File: src/rtl/bp_pkg.sv
package bp_pkg;

    typedef enum logic [1:0] {
        HIST_STRONG_NT = 2'b00,
        HIST_WEAK_NT   = 2'b01,
        HIST_WEAK_TK   = 2'b10,
        HIST_STRONG_TK = 2'b11
    } hist_e;

    // saturating up/down step of the two-bit history
    function automatic logic [1:0] hist_step(input logic [1:0] cur, input logic taken);
        logic [1:0] nxt;
        if (taken) nxt = (cur == HIST_STRONG_TK) ? cur : cur + 2'd1;
        else       nxt = (cur == HIST_STRONG_NT) ? cur : cur - 2'd1;
        return nxt;
    endfunction

endpackage

File: src/rtl/bp_hist_update.sv
module bp_hist_update
    import bp_pkg::*;
#(
    parameter int HIST_BITS = 2
) (
    input  logic [1:0] hist_cur,
    input  logic       same_branch,
    input  logic       taken,
    output logic [1:0] hist_new,
    input  logic [1:0] hist_look,
    output logic       look_taken
);

    // history is kept as two bits; the MSB is always the direction
    assign look_taken = hist_look[1];

    generate
        if (HIST_BITS == 1) begin : g_one_bit
            always_comb begin
                hist_new = {taken, 1'b0};
            end
        end else begin : g_two_bit
            always_comb begin
                if (same_branch) hist_new = hist_step(hist_cur, taken);
                else             hist_new = HIST_WEAK_TK;
            end
        end
    endgenerate

endmodule

File: src/rtl/bp_table.sv
module bp_table #(
    parameter int PC_W  = 32,
    parameter int IDX_W = 4
) (
    input  logic             clk,
    input  logic             rst_n,
    input  logic [IDX_W-1:0] rd_idx,
    output logic             rd_valid,
    output logic [PC_W-1:0]  rd_addr,
    output logic [PC_W-1:0]  rd_target,
    output logic [1:0]       rd_hist,
    input  logic [IDX_W-1:0] up_idx,
    output logic             up_valid,
    output logic [PC_W-1:0]  up_addr,
    output logic [1:0]       up_hist,
    input  logic             wr_en,
    input  logic [PC_W-1:0]  wr_addr,
    input  logic [PC_W-1:0]  wr_target,
    input  logic [1:0]       wr_hist
);

    localparam int DEPTH = 1 << IDX_W;

    logic [DEPTH-1:0] valid_q, valid_d;
    logic [PC_W-1:0]  addr_q   [DEPTH], addr_d   [DEPTH];
    logic [PC_W-1:0]  target_q [DEPTH], target_d [DEPTH];
    logic [1:0]       hist_q   [DEPTH], hist_d   [DEPTH];

    assign rd_valid  = valid_q[rd_idx];
    assign rd_addr   = addr_q[rd_idx];
    assign rd_target = target_q[rd_idx];
    assign rd_hist   = hist_q[rd_idx];
    assign up_valid  = valid_q[up_idx];
    assign up_addr   = addr_q[up_idx];
    assign up_hist   = hist_q[up_idx];

    always_comb begin
        valid_d  = valid_q;
        addr_d   = addr_q;
        target_d = target_q;
        hist_d   = hist_q;
        if (wr_en) begin
            valid_d[up_idx]  = 1'b1;
            addr_d[up_idx]   = wr_addr;
            target_d[up_idx] = wr_target;
            hist_d[up_idx]   = wr_hist;
        end
    end

    always_ff @(posedge clk) begin
        if (!rst_n) valid_q <= '0;
        else        valid_q <= valid_d;
        addr_q   <= addr_d;
        target_q <= target_d;
        hist_q   <= hist_d;
    end

    // the first cycle out of reset sees an empty table
    a_r2_empty_after_reset: assert property (@(posedge clk) disable iff (!rst_n)
        !$past(rst_n) |-> (valid_q == '0));

    // a write lands in its slot by the next cycle, with the written history
    a_r11_write_lands: assert property (@(posedge clk) disable iff (!rst_n)
        wr_en |=> (valid_q[$past(up_idx)] && hist_q[$past(up_idx)] == $past(wr_hist)));

endmodule

File: src/rtl/brpred_table.sv
module brpred_table
    import bp_pkg::*;
#(
    parameter int PC_W      = 32,
    parameter int IDX_W     = 4,
    parameter int HIST_BITS = 2
) (
    input  logic            clk,
    input  logic            rst_n,
    input  logic [PC_W-1:0] fetch_pc,
    output logic [PC_W-1:0] pred_next_pc,
    output logic            pred_hit,
    output logic            pred_taken,
    input  logic            upd_valid,
    input  logic [PC_W-1:0] upd_pc,
    input  logic            upd_taken,
    input  logic [PC_W-1:0] upd_target
);

    localparam int IDX_LO = 2;
    localparam int IDX_HI = IDX_LO + IDX_W - 1;

    logic [IDX_W-1:0] look_idx, upd_idx;
    logic             look_valid, up_valid;
    logic [PC_W-1:0]  look_addr, look_target, up_addr;
    logic [1:0]       look_hist, up_hist, hist_new;
    logic             look_dir, upd_match;

    assign look_idx  = fetch_pc[IDX_HI:IDX_LO];
    assign upd_idx   = upd_pc[IDX_HI:IDX_LO];
    assign upd_match = up_valid && (up_addr == upd_pc);

    bp_table #(.PC_W(PC_W), .IDX_W(IDX_W)) u_table (
        .clk       (clk),
        .rst_n     (rst_n),
        .rd_idx    (look_idx),
        .rd_valid  (look_valid),
        .rd_addr   (look_addr),
        .rd_target (look_target),
        .rd_hist   (look_hist),
        .up_idx    (upd_idx),
        .up_valid  (up_valid),
        .up_addr   (up_addr),
        .up_hist   (up_hist),
        .wr_en     (upd_valid),
        .wr_addr   (upd_pc),
        .wr_target (upd_target),
        .wr_hist   (hist_new)
    );

    bp_hist_update #(.HIST_BITS(HIST_BITS)) u_hist (
        .hist_cur    (up_hist),
        .same_branch (upd_match),
        .taken       (upd_taken),
        .hist_new    (hist_new),
        .hist_look   (look_hist),
        .look_taken  (look_dir)
    );

    always_comb begin
        pred_hit     = look_valid && (look_addr == fetch_pc);
        pred_taken   = pred_hit && look_dir;
        pred_next_pc = pred_taken ? look_target : fetch_pc + PC_W'(4);
    end

    // no taken prediction without a tag hit
    a_r4_taken_needs_hit: assert property (@(posedge clk) disable iff (!rst_n)
        pred_taken |-> pred_hit);

    // one not-taken outcome from strongly taken keeps the taken direction
    a_r7_strong_survives_one_miss: assert property (@(posedge clk) disable iff (!rst_n)
        (HIST_BITS == 2 && upd_valid && upd_match && up_hist == HIST_STRONG_TK)
        |-> hist_new[1]);

    // the bottom state saturates on a not-taken outcome
    a_r6_floor_saturates: assert property (@(posedge clk) disable iff (!rst_n)
        (HIST_BITS == 2 && upd_valid && upd_match && up_hist == HIST_STRONG_NT && !upd_taken)
        |-> hist_new == HIST_STRONG_NT);

    // a takeover starts weakly taken (two-bit) or at the outcome (one-bit)
    a_r8_takeover_state: assert property (@(posedge clk) disable iff (!rst_n)
        (upd_valid && !upd_match)
        |-> hist_new == ((HIST_BITS == 2) ? HIST_WEAK_TK : {upd_taken, 1'b0}));

endmodule

File: config.mk
export PLATFORM = sky130hd
export DESIGN_NAME = brpred_table
export DESIGN_NICKNAME = d
export VERILOG_FILES = /design/src/rtl/bp_pkg.sv /design/src/rtl/bp_hist_update.sv /design/src/rtl/bp_table.sv /design/src/rtl/brpred_table.sv
export SDC_FILE = /design/constraint.sdc
export NUM_CORES = 1
export LEC_CHECK = 0
export BUFFER_PORTS_ARGS = -buffer_cell sky130_fd_sc_hd__buf_4
export CORE_MARGIN = 1.5
export CORE_UTILIZATION = 62
export DETAILED_ROUTE_END_ITERATION = 10
export HOLD_SLACK_MARGIN = 0.08
export PLACE_DENSITY = 0.77
export SYNTH_ARGS = -nofsm -noshare
export SYNTH_HDL_FRONTEND = slang
export SYNTH_HIERARCHICAL = 1
export SYNTH_SLANG_ARGS = --single-unit
export TNS_END_PERCENT = 50
File: constraint.sdc
create_clock -name clk -period 8.9 [get_ports clk]
set_input_delay 1.78 -clock clk [delete_from_list [all_inputs] [get_ports clk]]
set_output_delay 1.78 -clock clk [all_outputs]
set_load 0.02 [all_outputs]
==> summary.txt <==
critical path arrival - 5.78 ns
vias in the first global route - 25340
Setup crit end kind - output port
Req. time, crit path - 7.12 ns
initial antenna violation count - 5
Final setup viols - 0
cell chain of the critical path - buf_8 -> buf_4 -> mux4_2 -> a22oi_1 -> nand2_1 -> xnor2_1 -> nand4_1 -> nor4_1 -> nand4_4 -> buf_4 -> mux2_4 -> buf_4
1st-iter DRT viols - 3237
Max Cap Viol - 0
commonest cells after routing, fill and taps aside - edfxtp_1, mux4_2, a22oi_1
Hold Crit Endpoint - u_table/valid_q[7]
P_leak - 16.52 nW
critical path class - primary input to output port
R2R setup slack - 4.21 ns
period utilisation layout - 84.95%
hold buffer count at CTS - 0
Rel. slew slack - 6.563%
maximum VDD drop - 0.0001713 V
remaining antenna violation count - 0
Synth Cell Area - 45900 um^2
Slowest cell on crit path - mux4_2
largest net degree at the start of global routing - 75
min-delay src - u_table/valid_q[7]
drt wl/cell - 35.25 um
first-pass GRT wire length - 173.2 mm
cts repair resizes - 0
failing checks - design-rule violations
most frequent CP cell - buf_4
hold depth - 1
Residual DRC - 6
clk slew on worst S/H paths - 0.06 ns
# port buffers - 133
max incr delay on CP - 0.57 ns
status - finished, violations left
Congestion Overflow GR - 0
RR Startpoint - u_table/addr_q[319]
syn nets - 2295
Final Total Pwr - 10.77 mW
synthesized netlist cell count - 2194
power per cell area - 209.1 nW/um^2
clk_lat worst skew - 0.69 ns
Routed WL - 120.2 mm
Die X - 275.1 um
TritonRoute pass-1 iters - 8
layout cell share with drive strength beyond 1 - 33.20%
die footprint - 75670 um^2
synth warn - 6
r2r endpoint - u_table/hist_q[12]
Worst R2R Path Depth - 10
DR vias/cell - 7.323
Layout Nets - 2466
CTS tree - built
max-slew violations - 0
Post CTS Setup Buffer Count - 0
Slew @ Worst Pin - 1.394 ns
Worst Hold Class - flip-flop to flip-flop
CTS Buffer Depth - 3
Worst Setup Start Kind - primary input
Total GRT Usage - 32.47%
commonest non-fill, non-tap cell in the layout - edfxtp_1
clk_skew - 0.03873 ns
Clock Tree Root - clkbuf_16
Starting Density - 62.80%
Site Rows - 99
core area - 73080 um^2
unrepaired setup endpoints after global routing - no
DR vias - 24970
Placer Congestion - 0.8588
crit path max fanout - 49
Layout area overhead - 12.19%
DIE HEIGHT - 275.1 um
post-DP HPWL - 65.82 mm
final worst path period need - 7.561 ns
total negative slack - 0 ns
I/O Pins - 134
Max Clk Rate - 132.3 MHz
clock sinks - 1072
# H-tree levels - 3
cts bufs inserted - 104
final hold vios - 0
Post-Syn Area per Cell - 20.92 um^2
-- flip-flops by register name (all words and copies together), names as in the netlist --
register          cells
u_table/addr_q      512
u_table/target_q    512
u_table/hist_q       32
u_table/valid_q      16
-- critical path, delay by kind of cell --
family	cells	cell delay [ns]
XOR/XNOR	1	0.18
buffers and inverters	4	1.52
multiplexers	2	0.97
AO/OA/AOI/OAI	1	0.23
AND/OR/NAND/NOR	4	1.00
-- per-layer routing --
metal  wire length (um)  part of all wire, %  GRT usage [%]
met2              57770                   48          50.28
met3              14370                   12          8.248
met4               5175                  4.3          13.26
met5                 13                0.011              0
met1              42840                   36          44.99
-- worst max path at each step --
stage	startpoint	to	slack (ns)	cells after the start
final	fetch_pc[2]	pred_next_pc[27]	1.34	12
after CTS	fetch_pc[2]	pred_next_pc[27]	1.32	12
after global placement	fetch_pc[2]	pred_next_pc[24]	1.43	12
after floorplan	upd_pc[2]	u_table/addr_q[480]	1.49	4
after global routing	fetch_pc[2]	pred_next_pc[27]	1.12	12
after detailed placement	fetch_pc[2]	pred_next_pc[27]	1.34	12
-- power breakdown --
group          internal, mW  total (mW)  leakage [nW]  switching, mW
Clock                  2.37        4.24          1.59           1.87
Combinational         0.350       0.846          5.28          0.495
Sequential             5.65        5.68          9.65         0.0347
-- cell type report --
cell class / instances / area, um^2
clock buffer: 137 / 2808
timing repair buffer: 211 / 1723
tap: 959 / 1200
sequential: 1072 / 32030
inverter: 12 / 45.04
clock inverter: 47 / 471.7
antenna: 7 / 17.52
multi-input combinational: 964 / 13200
fill: 4248 / 21590
-- per-stage QoR --
stage	instances	cell area [um^2]	hold slack [ns]	worst slack [ns]	util (%)
detailed placement	3218	48190	0.4722	1.343	65.94
finish	3409	51490	0.4865	1.339	70.46
global placement	3218	48190	0.4608	1.426	65.94
CTS	3402	51470	0.4877	1.316	70.43
global route	3404	51480	0.5118	1.118	70.44
floorplan	2194	45900	0.4519	1.491	-
Note: power is estimated with default switching activity, not from simulation.
